$ cat src/rtl/memwin_pkg.sv
package memwin_pkg;
   // number of width codes above the minimum width
   localparam int WIDTH_STEPS = 4;
   // I/O page size codes above the smallest page
   localparam int IO_STEPS = 2;

   function automatic int unsigned clamp_code(input int unsigned code, input int unsigned top);
      return (code > top) ? top : code;
   endfunction
endpackage

$ cat src/rtl/memwin_addr_mask.sv
module memwin_addr_mask #(
   parameter int ADDR_W = 22,
   parameter int MIN_AW = 18,
   localparam int WID_W = $clog2(ADDR_W + 1)
) (
   input  logic [ADDR_W-1:0] addr_i,
   input  logic [2:0]        mode_i,
   output logic [ADDR_W-1:0] masked_o,
   output logic [WID_W-1:0]  width_o
);
   import memwin_pkg::*;

   logic [2:0] code_eff;

   always_comb begin
      code_eff = (mode_i > 3'(WIDTH_STEPS)) ? 3'(WIDTH_STEPS) : mode_i;
      width_o  = WID_W'(MIN_AW) + WID_W'(code_eff);
   end

   for (genvar i = 0; i < ADDR_W; i++) begin : g_bit
      if (i < MIN_AW) begin : g_keep
         assign masked_o[i] = addr_i[i];
      end else begin : g_gate
         assign masked_o[i] = addr_i[i] & (width_o > WID_W'(i));
      end
   end
endmodule

$ cat src/rtl/memwin_io_guard.sv
module memwin_io_guard #(
   parameter int ADDR_W  = 22,
   parameter int IO_LSB0 = 11,
   localparam int WID_W  = $clog2(ADDR_W + 1)
) (
   input  logic [ADDR_W-1:0] masked_i,
   input  logic [WID_W-1:0]  width_i,
   input  logic [1:0]        sel_i,
   output logic              in_io_o
);
   import memwin_pkg::*;

   logic [WID_W-1:0]  io_lsb;
   logic [ADDR_W-1:0] need_one;

   always_comb begin
      io_lsb = WID_W'(IO_LSB0) + ((sel_i > 2'(IO_STEPS)) ? WID_W'(IO_STEPS) : WID_W'(sel_i));
   end

   // a bit must be set when it lies between the page floor and the width top
   for (genvar i = 0; i < ADDR_W; i++) begin : g_need
      assign need_one[i] = (width_i > WID_W'(i)) && (io_lsb <= WID_W'(i));
   end

   assign in_io_o = &(masked_i | ~need_one);
endmodule

$ cat src/rtl/memwin_range_cmp.sv
module memwin_range_cmp #(
   parameter int BLK_W     = 9,
   parameter int BASE_LO_W = 5,
   parameter int SIZE_LO_W = 4,
   parameter int SIZE_HI_W = 2,
   localparam int END_W    = BLK_W + 1,
   localparam int BASE_HI_W = BLK_W - BASE_LO_W
) (
   input  logic [BLK_W-1:0]     blk_i,
   input  logic [BASE_LO_W-1:0] base_lo_i,
   input  logic [BASE_HI_W-1:0] base_hi_i,
   input  logic [SIZE_LO_W-1:0] size_lo_i,
   input  logic [SIZE_HI_W-1:0] size_hi_i,
   output logic                 in_win_o
);
   logic [BLK_W-1:0] base_u;
   logic [END_W-1:0] size_u;
   logic [END_W-1:0] end_u;

   always_comb begin
      base_u   = {base_hi_i, base_lo_i};
      size_u   = (END_W'(size_hi_i) << BASE_LO_W) + ((END_W'(size_lo_i) + END_W'(1)) << 1);
      end_u    = END_W'(base_u) + size_u;
      in_win_o = (blk_i >= base_u) && (END_W'(blk_i) < end_u);
   end
endmodule

$ cat src/rtl/memwin_local_map.sv
module memwin_local_map #(
   parameter int ADDR_W       = 22,
   parameter int SMALL_DEV_AW = 16,
   parameter int LOC_W        = 18
) (
   input  logic [ADDR_W-1:0] masked_i,
   input  logic              large_i,
   output logic [LOC_W-1:0]  local_o,
   output logic              bank_o
);
   for (genvar i = 0; i < LOC_W; i++) begin : g_loc
      if (i < SMALL_DEV_AW) begin : g_common
         assign local_o[i] = masked_i[i+1];
      end else begin : g_large_only
         assign local_o[i] = large_i & masked_i[i+1];
      end
   end

   assign bank_o = large_i ? masked_i[LOC_W+1] : masked_i[SMALL_DEV_AW+1];
endmodule

$ cat src/rtl/memwin_decode.sv
module memwin_decode #(
   parameter int ADDR_W       = 22,
   parameter int MIN_AW       = 18,
   parameter int BLK_LSB      = 13,
   parameter int BASE_LO_W    = 5,
   parameter int SIZE_LO_W    = 4,
   parameter int SIZE_HI_W    = 2,
   parameter int IO_LSB0      = 11,
   parameter int SMALL_DEV_AW = 16,
   parameter int LOC_W        = 18,
   localparam int BLK_W       = ADDR_W - BLK_LSB,
   localparam int BASE_HI_W   = BLK_W - BASE_LO_W,
   localparam int WID_W       = $clog2(ADDR_W + 1)
) (
   input  logic                 clk,
   input  logic                 rst_n,
   input  logic                 addr_strobe,
   input  logic [ADDR_W-1:0]    bus_addr,
   input  logic [BASE_LO_W-1:0] base_lo,
   input  logic [BASE_HI_W-1:0] base_hi,
   input  logic [SIZE_LO_W-1:0] size_lo,
   input  logic [SIZE_HI_W-1:0] size_hi,
   input  logic [2:0]           width_mode,
   input  logic [1:0]           iopage_sel,
   input  logic                 dev_large,
   output logic                 hit_o,
   output logic [LOC_W-1:0]     local_o,
   output logic                 bank_o
);
   if (MIN_AW + memwin_pkg::WIDTH_STEPS != ADDR_W) begin : g_bad_width
      $error("memwin_decode: ADDR_W must equal MIN_AW plus the width steps");
   end
   if (LOC_W + 2 > MIN_AW + 2 || SMALL_DEV_AW >= LOC_W) begin : g_bad_loc
      $error("memwin_decode: local width inconsistent with minimum address width");
   end
   if (BLK_LSB <= IO_LSB0 - 1 || BASE_LO_W >= BLK_W) begin : g_bad_blk
      $error("memwin_decode: block granularity settings inconsistent");
   end

   logic [ADDR_W-1:0] masked;
   logic [WID_W-1:0]  width;
   logic              in_io;
   logic              in_win;
   logic [LOC_W-1:0]  local_d;
   logic              bank_d;
   logic              strobe_d;
   logic              strobe_rise;

   memwin_addr_mask #(.ADDR_W(ADDR_W), .MIN_AW(MIN_AW)) u_mask (
      .addr_i  (bus_addr),
      .mode_i  (width_mode),
      .masked_o(masked),
      .width_o (width)
   );

   memwin_io_guard #(.ADDR_W(ADDR_W), .IO_LSB0(IO_LSB0)) u_io (
      .masked_i(masked),
      .width_i (width),
      .sel_i   (iopage_sel),
      .in_io_o (in_io)
   );

   memwin_range_cmp #(
      .BLK_W(BLK_W), .BASE_LO_W(BASE_LO_W), .SIZE_LO_W(SIZE_LO_W), .SIZE_HI_W(SIZE_HI_W)
   ) u_range (
      .blk_i    (masked[ADDR_W-1:BLK_LSB]),
      .base_lo_i(base_lo),
      .base_hi_i(base_hi),
      .size_lo_i(size_lo),
      .size_hi_i(size_hi),
      .in_win_o (in_win)
   );

   memwin_local_map #(.ADDR_W(ADDR_W), .SMALL_DEV_AW(SMALL_DEV_AW), .LOC_W(LOC_W)) u_map (
      .masked_i(masked),
      .large_i (dev_large),
      .local_o (local_d),
      .bank_o  (bank_d)
   );

   assign strobe_rise = addr_strobe & ~strobe_d;

   always_ff @(posedge clk or negedge rst_n) begin
      if (!rst_n) begin
         strobe_d <= 1'b0;
         hit_o    <= 1'b0;
         local_o  <= '0;
         bank_o   <= 1'b0;
      end else begin
         strobe_d <= addr_strobe;
         if (strobe_rise) begin
            hit_o   <= in_win & ~in_io;
            local_o <= local_d;
            bank_o  <= bank_d;
         end
      end
   end
endmodule

$ cat config.mk
export PLATFORM = sky130hd
export DESIGN_NAME = memwin_decode
export DESIGN_NICKNAME = d
export VERILOG_FILES = /design/src/rtl/memwin_pkg.sv /design/src/rtl/memwin_addr_mask.sv /design/src/rtl/memwin_io_guard.sv /design/src/rtl/memwin_range_cmp.sv /design/src/rtl/memwin_local_map.sv /design/src/rtl/memwin_decode.sv
export SDC_FILE = /design/constraint.sdc
export NUM_CORES = 1
export LEC_CHECK = 0
export BUFFER_PORTS_ARGS = -buffer_cell sky130_fd_sc_hd__buf_2
export CORE_UTILIZATION = 49
export DETAILED_ROUTE_END_ITERATION = 8
export PLACE_DENSITY = 0.8
export SKIP_CTS_REPAIR_TIMING = 1
export SYNTH_ARGS = -nofsm -noshare
export SYNTH_HDL_FRONTEND = slang
export SYNTH_SLANG_ARGS = --single-unit
$ cat constraint.sdc
create_clock -name clk -period 1.4 [get_ports clk]
set_input_delay 0.28 -clock clk [delete_from_list [all_inputs] [get_ports clk]]
set_output_delay 0.28 -clock clk [all_outputs]
set_load 0.005 [all_outputs]
Word level (Yosys, flattened, before mapping)
Index checks and enable logic that the tools add are counted.
{"block": "totals", "register_bits": 21, "latch_bits": 0, "ramBits": 0, "mem_bits_ro": 0, "in_bits": 46, "output_inout_bits": 20, "memories": 0}
{"block": "classes", "addsub": 5, "n_mul": 0, "div": 0, "n_lt_le_gt_ge": 48, "eq_ne": 0, "n_shift": 0, "n_mux": 3, "n_bitwise": 12, "n_reduce_logical": 24}
{"op": "5-bit by 4-bit > comparator with 1-bit output, second input constant", "n": 8}
{"op": "5-bit by 4-bit <= comparator with 1-bit output, second input constant", "n": 8}
{"op": "5-bit > comparator, second input constant", "n": 6}
{"op": "5-bit <= comparator, second input constant", "n": 6}
{"op": "1-bit logical AND", "n": 23}
{"op": "22-bit inverter", "n": 1}
{"op": "22-bit bitwise OR", "n": 1}
{"op": "22-bit AND reduction", "n": 1}
{"op": "5-bit by 3-bit > comparator with 1-bit output, second input constant", "n": 4}
{"op": "5-bit by 3-bit <= comparator with 1-bit output, second input constant", "n": 4}
{"op": "7-bit by 10-bit adder with 10-bit output", "n": 1}
{"op": "9-bit by 10-bit adder with 10-bit output", "n": 1}
{"op": "5-bit by 1-bit > comparator with 1-bit output, second input constant", "n": 2}
{"op": "5-bit by 2-bit > comparator with 1-bit output, second input constant", "n": 2}
{"op": "5-bit by 1-bit <= comparator with 1-bit output, second input constant", "n": 2}
{"op": "5-bit by 2-bit <= comparator with 1-bit output, second input constant", "n": 2}
{"op": "9-bit by 10-bit < comparator with 1-bit output", "n": 1}
{"op": "9-bit >= comparator", "n": 1}
{"op": "1-bit AND", "n": 8}
{"op": "4-bit by 1-bit adder with 5-bit output, second input constant", "n": 1}
{"op": "4-bit by 5-bit adder with 5-bit output, first input constant", "n": 1}
{"op": "5-bit by 3-bit adder with 5-bit output, first input constant", "n": 1}
{"op": "3-bit > comparator, second input constant", "n": 1}
{"op": "3-bit 2-to-1 mux", "n": 1}
{"op": "other kinds (4)", "n": 5}

Depth between registers and ports, before layout
Gate-level depths: netlist (run 1).
{"block": "depth", "word_depth": 10, "mapped_depth": 14, "ltp_nobuf": 14}

Hierarchy
A second synthesis (run 1) with hierarchy kept.
{"block": "hier_totals", "hier_cells": 216, "hier_area_um2": 2144.6}
{"module": "memwin_decode", "instances": 1, "cells_each": 45, "area_each_um2": 868.3, "seq_area_each_um2": 525.5}
{"module": "memwin_range_cmp", "instances": 1, "cells_each": 95, "area_each_um2": 765.7, "seq_area_each_um2": 0.0}
{"module": "memwin_addr_mask", "instances": 1, "cells_each": 30, "area_each_um2": 211.5, "seq_area_each_um2": 0.0}
{"module": "memwin_local_map", "instances": 1, "cells_each": 19, "area_each_um2": 150.1, "seq_area_each_um2": 0.0}
{"module": "memwin_io_guard", "instances": 1, "cells_each": 27, "area_each_um2": 148.9, "seq_area_each_um2": 0.0}

Worst setup path before layout (run 1)
No wires, ideal clock.
{"block": "synth_timing", "path_kind": "input-to-reg", "from": "in size_lo[0]", "to": "reg hit_o", "arrival_ps": 2809, "t_required_ps": 1306, "path_slack_ps": -1503, "path_stages": 14, "n_path_buf": 0, "cell_sequence": "ha_1 -> ha_1 -> ha_1 -> inv_1 -> fa_1 -> nor2b_1 -> o21a_1 -> o21ai_0 -> nor4b_1 -> a2111oi_1 -> ha_1 -> o21ai_0 -> a21oi_1 -> a211oi_1"}
{"block": "synth_via", "elab_chain_cells": 6}
{"item": "from (decl)", "line_no": "memwin_decode.sv:21", "source": "input logic [SIZE_LO_W-1:0] size_lo,"}
{"item": "4-bit by 1-bit adder with 5-bit output", "line_no": "memwin_range_cmp.sv:22", "source": "size_u = (END_W'(size_hi_i) << BASE_LO_W) + ((END_W'(size_lo_i) + END_W'(1)) << 1);"}
{"item": "7-bit by 10-bit adder with 10-bit output", "line_no": "memwin_range_cmp.sv:22"}
{"item": "9-bit by 10-bit adder with 10-bit output", "line_no": "memwin_range_cmp.sv:23", "source": "end_u = END_W'(base_u) + size_u;"}
{"item": "9-bit by 10-bit < comparator with 1-bit output", "line_no": "memwin_range_cmp.sv:24", "source": "in_win_o = (blk_i >= base_u) && (END_W'(blk_i) < end_u);"}
{"item": "1-bit logical AND", "line_no": "memwin_range_cmp.sv:24"}
{"item": "1-bit AND", "line_no": "memwin_decode.sv:92", "source": "hit_o <= in_win & ~in_io;"}
{"item": "to (signal assigned)", "line_no": "memwin_decode.sv:92"}
{"item": "to (decl)", "line_no": "memwin_decode.sv:26", "source": "output logic hit_o,"}
No other way between the ends.
A chain may end at the register's enable or synchronous reset.

Worst setup path after layout (run 1)
{"block": "layout_timing", "from": "in size_lo[1]", "to": "reg hit_o"}
Same word-level chain as after synthesis.

==> qor.csv, run 1 <==
metric,value,unit
dieArea,3710,µm²
layout-drive-gt1-share,39.2,%
synth_flop_cell,dfrtp_1,
tightest_slew,0.443,ns
cp.arrival,2.99,ns
antenna_found_initial,0,
tns,-1.41,ns
power_frac_comb,46.2,%
yosysWarnings,0,
grt_pass1_wl,5830,µm
power.density,783,nW/µm²
fp.coreArea,3340,µm²
wl_met2,2100,µm
grt_max_degree,22,
p_leak,1.35,nW
crit_type,primary input to flop,
first_iter_violations,70,
wl_per_cell,12.0,µm
met3WireLength,187,µm
vias,1685,
finalMaxSlewViolations,0,
violations,negative setup slack,
timing.hold.ws,0.113,ns
grt_usage,21.4,%
crit_top_cell,ha_1,
cts-root-buf,clkbuf_4,
mostFrequentLayoutCells,"buf_2, nand2_1, buf_4",
first_pass_iters,4,
p_switching,0.000641,W
seqPwrFrac,38.6,%
route.detailed.drc,0,
seqCellArea,526,µm²
synth_edf_count,0,
path_max_fanout,2,
place.port_buffers,64,
synth-async-reset-ratio,100,%
crit_slowest_cell,ha_1,
syn_avg_cell_area,8.42,µm²
wl_met1,1720,µm
syn-num-nets,280,
start_util,51.0,%
synth_cells,202,
yosysTopAreaCell,dfrtp_1,
required,1.58,ns
grt_remaining_overflow,0,
slew_headroom,70.5,%
n_antenna_cell,0,
routed_wl,4080,µm
synth_area,1700,µm²
ir_drop,428,µV
finalClockSkew,0.00144,ns
layout_commonest_cell,buf_2,
syn_to_final_growth,41.3,%
p_sw_share,34.1,%
cpPeakStageDelay,0.34,ns
timing.final.crit_share,200,%
setup_ws,-1.41,ns
clk_latency,0.30,ns
die_h,60.9,µm
dp_hpwl,3260,µm
ys_ff_latch,21,
hold_class,primary input to flop,
cts_htree_levels,1,
end_kind,flop,
ant_nets,0,
ys_seq_area_share,30.9,%
power.internal,0.00124,W
power,0.00188,W
io_pins,66,
status,"complete, but fails checks",
routabilityCongestion,0.819,
startpoint_type,primary input,
finalHoldViolCount,0,
finalCriticalPeriod,2.81,ns
cts_buffers,3,
setup_violations,1,
cts_tree,yes,
cap_violations,0,
rsz0062_at_grt,true,
fmax,356,MHz
fillCellCount,300,
multi_input_area,1170,µm²
cts.reportedPaths.clkPinSlew,0.11,ns
cts.sinks,21,
clockBufferDepth,2,
netlist_top_cells_area,"dfrtp_1, ha_1, nand2_1",
routed.top_layer,met4,
crit_chain,buf_8 > ha_4 > xor2_1 > ha_1 > buf_4 > buf_4 > ha_1 > a21o_1 > nand4_1 > nand2_1 > xnor2_1 > ha_1 > o211ai_1 > a31o_2 > a21oi_2 > a211oi_2,
grt_pass1_vias,1470,
nets,372,
rows,21,
synth_cell_types,37,
yosysTopAreaCellShare,30.9,%
via_per_inst,4.97,
power.share.clock,15.2,%
die_x,60.9,µm
[registers in the layout, summed over array words and instances (netlist names)]
| register | cells |
|---|---|
| bank_o | 1 |
| hit_o | 1 |
| local_o | 18 |
| strobe_d | 1 |
[layout make-up]
cell class	count	area share, %
Clock buffer	3	0.937
Clock inverter	1	0.208
Sequential cell	21	21.9
Timing Repair Buffer	92	22.9
Multi-Input combinational cell	156	48.6
Inverter	20	3.12
Tap cell	46	2.39
[stage by stage]
step / util [%] / cell area (µm²) / instances / setup slack (ns)
2_1_floorplan: - / 1720 / 202 / -1.36
3_3_place_gp: 67.4 / 2250 / 331 / -1.60
3_5_place_dp: 67.4 / 2250 / 331 / -1.69
4_1_cts: 68.2 / 2280 / 335 / -1.41
5_1_grt: 72.0 / 2400 / 339 / -1.52
6_report: 72.0 / 2400 / 339 / -1.41
[logic make-up after synthesis]
family	after synthesis	share of synthesized area, %
AOI/OAI and AO/OA	33	12.6
DFF	21	30.9
buffers and inverters	25	5.96
muxes	1	0.588
xor gates and xnor gates	6	3.09
adders and majority gates	32	24.4
and+or+nand+nor	84	22.4
[worst max-delay path, delay by kind of cell]
kind | cells | cell delay, ns
AOI/OAI and AO/OA | 5 | 0.76
xor gates and xnor gates | 2 | 0.28
adders and majority gates | 4 | 1.10
buffers and inverters | 3 | 0.37
and+or+nand+nor | 2 | 0.20
[metal layers]
layer,GRT usage [%],up-vias
met3,2.35,6
met5,0,-
li1,-,866
met4,7.79,0
met1,24.1,763
met2,41.1,50
[cell usage after synthesis, types with 3 or more instances]
cell / number
a211oi_1: 3
a21o_1: 3
nand2_1: 56
ha_1: 30
nand4_1: 3
o21ai_0: 7
xnor2_1: 3
nor2b_1: 6
inv_1: 20
xor2_1: 3
nand3_1: 5
a21oi_1: 8
nor2_1: 4
dfrtp_1: 21
[worst paths after layout]
path,slack (ns),end,cells past startpoint,startpoint
setup / recovery,-1.41,hit_o$_DFFE_PN0P_,16,size_lo[1]
hold / removal,0.11,strobe_d$_DFF_PN0_,1,addr_strobe
setup reg to reg,0.14,hit_o$_DFFE_PN0P_,5,strobe_d$_DFF_PN0_
hold reg to reg,0.48,local_o[17]$_DFFE_PN0P_,2,local_o[17]$_DFFE_PN0P_
max in group asynchronous,0.64,local_o[15]$_DFFE_PN0P_,2,rst_n
min in group asynchronous,0.45,local_o[5]$_DFFE_PN0P_,2,rst_n
[power groups by stage]
stage,clock network (W),registers (W),logic (W)
after floorplan,0,0.000746,0.000422
after global placement,0,0.000733,0.000736
after detailed placement,0,0.000738,0.000771
after CTS,0.000290,0.000725,0.000777
after global routing,0.000321,0.000737,0.000981
final,0.000286,0.000725,0.000869
Note: power is estimated with default switching activity, not from simulation.
==> run 2: changes to the inputs <==
MAX_ROUTING_LAYER = met4   (was not set)
==> qor.csv, run 2 (same netlist as run 1, synthesis figures left out) <==
metric,value,unit
cts_tree,yes,
ff2ff_path_depth,5,
timing.final.crit_share,201,%
met3WireLength,193,µm
crit-reg2reg-launch,strobe_d$_DFF_PN0_,
layout_commonest_cell,buf_2,
grt_remaining_overflow,0,
timing.hold.ws,0.110,ns
cp.arrival,2.99,ns
first_iter_violations,73,
reg2reg_slack,0.14,ns
finalMaxSlewViolations,0,
cts.reportedPaths.clkPinSlew,0.11,ns
mostFrequentLayoutCells,"buf_2, nand2_1, buf_4",
whs_path_depth,1,
setup_ws,-1.41,ns
rsz0062_at_grt,true,
grt_usage,22.1,%
cts_htree_levels,1,
start_util,51.0,%
routed.top_layer,met4,
antenna_found_initial,0,
slew_headroom,70.5,%
ir_drop,428,µV
clockBufferDepth,2,
via_per_inst,4.99,
finalCriticalPeriod,2.81,ns
fp.coreArea,3340,µm²
cts_buffers,3,
grt_pass1_wl,5840,µm
setup_violations,1,
power,0.00188,W
routed_wl,4110,µm
finalHoldViolCount,0,
cap_violations,0,
finalClockSkew,0.00127,ns
fmax,356,MHz
cts.sinks,21,
required,1.58,ns
layout-drive-gt1-share,39.2,%
place.port_buffers,64,
grt_pass1_vias,1471,
routabilityCongestion,0.831,
grt_max_degree,22,
io_pins,66,
n_antenna_cell,0,
wl_per_cell,12.1,µm
status,"complete, but fails checks",
die_x,60.9,µm
largest_register_ffs,18,
fillCellCount,300,
power.density,783,nW/µm²
wl_met2,2110,µm
p_leak,1.35,nW
clk_latency,0.30,ns
ant_nets,0,
worstReg2RegEnd,hit_o$_DFFE_PN0P_,
nets,372,
rows,21,
cts-root-buf,clkbuf_4,
dieArea,3710,µm²
first_pass_iters,4,
dp_hpwl,3260,µm
tightest_slew,0.442,ns
crit_type,primary input to flop,
path_max_fanout,2,
route.detailed.drc,0,
syn_to_final_growth,41.3,%
hold_end,strobe_d$_DFF_PN0_,
violations,negative setup slack,
vias,1690,
wl_met1,1730,µm
end_kind,flop,
top_register,local_o,
die_h,60.9,µm
hold_start,addr_strobe,
hold_class,primary input to flop,
startpoint_type,primary input,
run 2: cell counts in the layout (fill, tap and decap cells not counted):
No cell type changed its count.
run 2: worst max path at each step:
| stage | from | endpoint | slack, ns | cells after the start |
|---|---|---|---|---|
| 3_5_place_dp | size_lo[0] | hit_o$_DFFE_PN0P_ | -1.69 | 15 |
| 5_1_grt | size_lo[1] | hit_o$_DFFE_PN0P_ | -1.52 | 15 |
| 2_1_floorplan | size_lo[0] | hit_o$_DFFE_PN0P_ | -1.36 | 14 |
| 6_report | size_lo[1] | hit_o$_DFFE_PN0P_ | -1.41 | 16 |
| 4_1_cts | size_lo[0] | hit_o$_DFFE_PN0P_ | -1.41 | 15 |
| 3_3_place_gp | size_lo[0] | hit_o$_DFFE_PN0P_ | -1.60 | 15 |
run 2: critical path, cell delays in order:
cell      delay [ns]
buf_8           0.10
ha_4            0.15
xor2_1          0.14
ha_1            0.34
buf_4           0.15
buf_4           0.12
ha_1            0.28
a21o_1          0.19
nand4_1         0.12
nand2_1         0.08
xnor2_1         0.14
ha_1            0.33
o211ai_1        0.10
a31o_2          0.24
a21oi_2         0.15
a211oi_2        0.08
run 2: cell type report:
class | count | area (µm²) | share of cell area, %
timing repair buffer | 92 | 549 | 22.9
clock buffer | 3 | 22.5 | 0.937
clock inverter | 1 | 5.00 | 0.208
sequential | 21 | 526 | 21.9
tap | 46 | 57.6 | 2.39
multi-input combinational | 156 | 1170 | 48.6
inverter | 20 | 75.1 | 3.12
run 2: stage by stage:
step / util [%] / TNS, ns / setup slack (ns) / area (µm²) / std cells
2_1_floorplan: - / -1.36 / -1.36 / 1720 / 202
3_3_place_gp: 67.4 / -1.60 / -1.60 / 2250 / 331
3_5_place_dp: 67.4 / -1.69 / -1.69 / 2250 / 331
4_1_cts: 68.2 / -1.41 / -1.41 / 2280 / 335
5_1_grt: 72.0 / -1.52 / -1.52 / 2400 / 339
6_report: 72.0 / -1.41 / -1.41 / 2400 / 339
run 2: power breakdown:
| part | internal [W] | switching (W) | total, W |
|---|---|---|---|
| clock | 0.000106 | 0.000180 | 0.000286 |
| combinational | 0.000450 | 0.000421 | 0.000871 |
| sequential | 0.000685 | 0.0000408 | 0.000725 |
run 2: routing by layer:
| metal | track usage [%] | vias to the layer above |
|---|---|---|
| met1 | 24.2 | 764 |
| met5 | - | - |
| met3 | 2.13 | 6 |
| met2 | 41.1 | 54 |
| met4 | 7.79 | 0 |
| li1 | - | 866 |
==> run 3: changes to the inputs <==
ABC_AREA = 1   (was not set)
CORE_UTILIZATION = 53   (was 49)
GPL_TIMING_DRIVEN = 1   (was not set)
PLACE_DENSITY = 0.82   (was 0.8)
SYNTH_HIERARCHICAL = 1   (was not set)
==> qor.csv, run 3 <==
metric,value,unit
hold_class,primary input to flop,
layout_commonest_cell,nand2_1,
finalHoldViolCount,0,
die_h,66.7,µm
first_pass_iters,4,
hold_start,addr_strobe,
dieArea,4450,µm²
hold_end,strobe_d$_DFF_PN0_,
synth_area,2220,µm²
n_antenna_cell,0,
wl_per_cell,11.3,µm
cpPeakStageDelay,0.31,ns
largest_register_ffs,18,
setup_violations,1,
crit_type,primary input to flop,
whs_path_depth,1,
cts.reportedPaths.clkPinSlew,0.07,ns
grt_usage,22.2,%
ant_nets,0,
cts_buffers,3,
syn-num-nets,397,
finalCriticalPeriod,2.47,ns
crit_slowest_cell,ha_1,
routabilityCongestion,0.816,
synth_cells,321,
setup_ws,-1.07,ns
antenna_found_initial,0,
end_kind,flop,
clk_latency,0.26,ns
routed_wl,4970,µm
required,1.60,ns
fp.coreArea,4000,µm²
place.port_buffers,64,
path_max_fanout,2,
power.density,733,nW/µm²
first_iter_violations,109,
clockBufferDepth,2,
cts.sinks,21,
rsz0062_at_grt,true,
finalClockSkew,0.00181,ns
reg2reg_slack,0.25,ns
dp_hpwl,3960,µm
layout-drive-gt1-share,35.5,%
cap_violations,0,
rows,23,
grt_max_degree,22,
cts-root-buf,clkbuf_8,
tns,-1.07,ns
worstReg2RegEnd,local_o[11]$_DFFE_PN0P_,
die_x,66.7,µm
syn_avg_cell_area,6.91,µm²
route.detailed.drc,0,
fmax,404,MHz
crit_chain,buf_6 > buf_6 > nand3_4 > xor2_2 > ha_1 > a21oi_1 > nand2_1 > xnor2_1 > ha_1 > nand2_1 > inv_1 > nand2_1 > nand3_2 > nand2_2 > nand2_1 > nand2_1 > nand2_1 > a21oi_2 > inv_1 > nor2_1 > nand2_1 > nand2_1,
syn_to_final_growth,25.8,%
grt_remaining_overflow,0,
crit-reg2reg-launch,strobe_d$_DFF_PN0_,
top_register,local_o,
start_util,55.4,%
vias,2112,
via_per_inst,4.81,
io_pins,66,
finalMaxSlewViolations,0,
ff2ff_path_depth,5,
crit_top_cell,nand2_1,
nets,466,
status,"complete, but fails checks",
final_core_util,69.8,%
timing.hold.ws,0.166,ns
grt_pass1_wl,7330,µm
cts_htree_levels,1,
yosysWarnings,6,
cp.arrival,2.68,ns
timing.final.crit_share,177,%
grt_pass1_vias,1851,
violations,negative setup slack,
ir_drop,340,µV
startpoint_type,primary input,
p_leak,1.66,nW
cts_tree,yes,
mostFrequentLayoutCells,"nand2_1, buf_2, inv_1",
==> run 3: cell count changes in the layout (fill, tap and decap cells not counted), sizes merged, moves of 3 or more <==
cell	delta
nand2	+61
a21oi	+5
nor2	+19
a21o	-3
a211oi	-3
buf	+11
nand3	+5
o21ai	-3
nor2b	-6
inv	+21
==> run 3: how the worst max path moves through the flow <==
| stage | cells past startpoint | end | start |
|---|---|---|---|
| floorplan | 21 | hit_o$_DFFE_PN0P_ | size_lo[0] |
| global placement | 24 | hit_o$_DFFE_PN0P_ | size_lo[0] |
| detailed placement | 21 | hit_o$_DFFE_PN0P_ | size_lo[0] |
| CTS | 21 | hit_o$_DFFE_PN0P_ | size_lo[0] |
| global route | 22 | hit_o$_DFFE_PN0P_ | size_lo[0] |
| finish | 22 | hit_o$_DFFE_PN0P_ | size_lo[0] |
==> run 3: metal layers <==
layer	share of wire (%)	GRT usage, %
met1	43	23.5
met2	51	41.5
met3	3.7	1.88
met4	2.2	9.31
met5	0	-
==> run 3: critical path, delay by kind of cell <==
family | cells | cell delay, ns
AO/OA/AOI/OAI | 2 | 0.27
AND/OR/NAND/NOR | 12 | 0.86
buffers and inverters | 4 | 0.27
adder cells (fa/ha/maj) | 2 | 0.60
XOR/XNOR | 2 | 0.38
==> run 3: through the flow <==
stage	setup slack (ns)	total power, W	instances	instance area, µm²
2_1_floorplan	-1.05	0.00129	321	2280
3_3_place_gp	-1.28	0.00153	432	2630
3_5_place_dp	-1.45	0.00157	432	2630
4_1_cts	-1.17	0.00197	436	2670
5_1_grt	-1.25	0.00220	439	2790
6_report	-1.07	0.00205	439	2790
==> run 3: report_power, final <==
group,switching [W],internal (W),leakage (nW)
Combinational,0.000484,0.000457,1.38
Sequential,0.0000373,0.000681,0.262
Clock,0.000184,0.000203,0.0228
Total,0.000705,0.00134,1.66
==> run 3: layout make-up <==
class,instances,area [µm²]
inverter,42,158
multi-input combinational,219,1360
tap,50,62.6
clock buffer,4,45.0
sequential,21,526
timing repair buffer,103,636
fill,311,1210
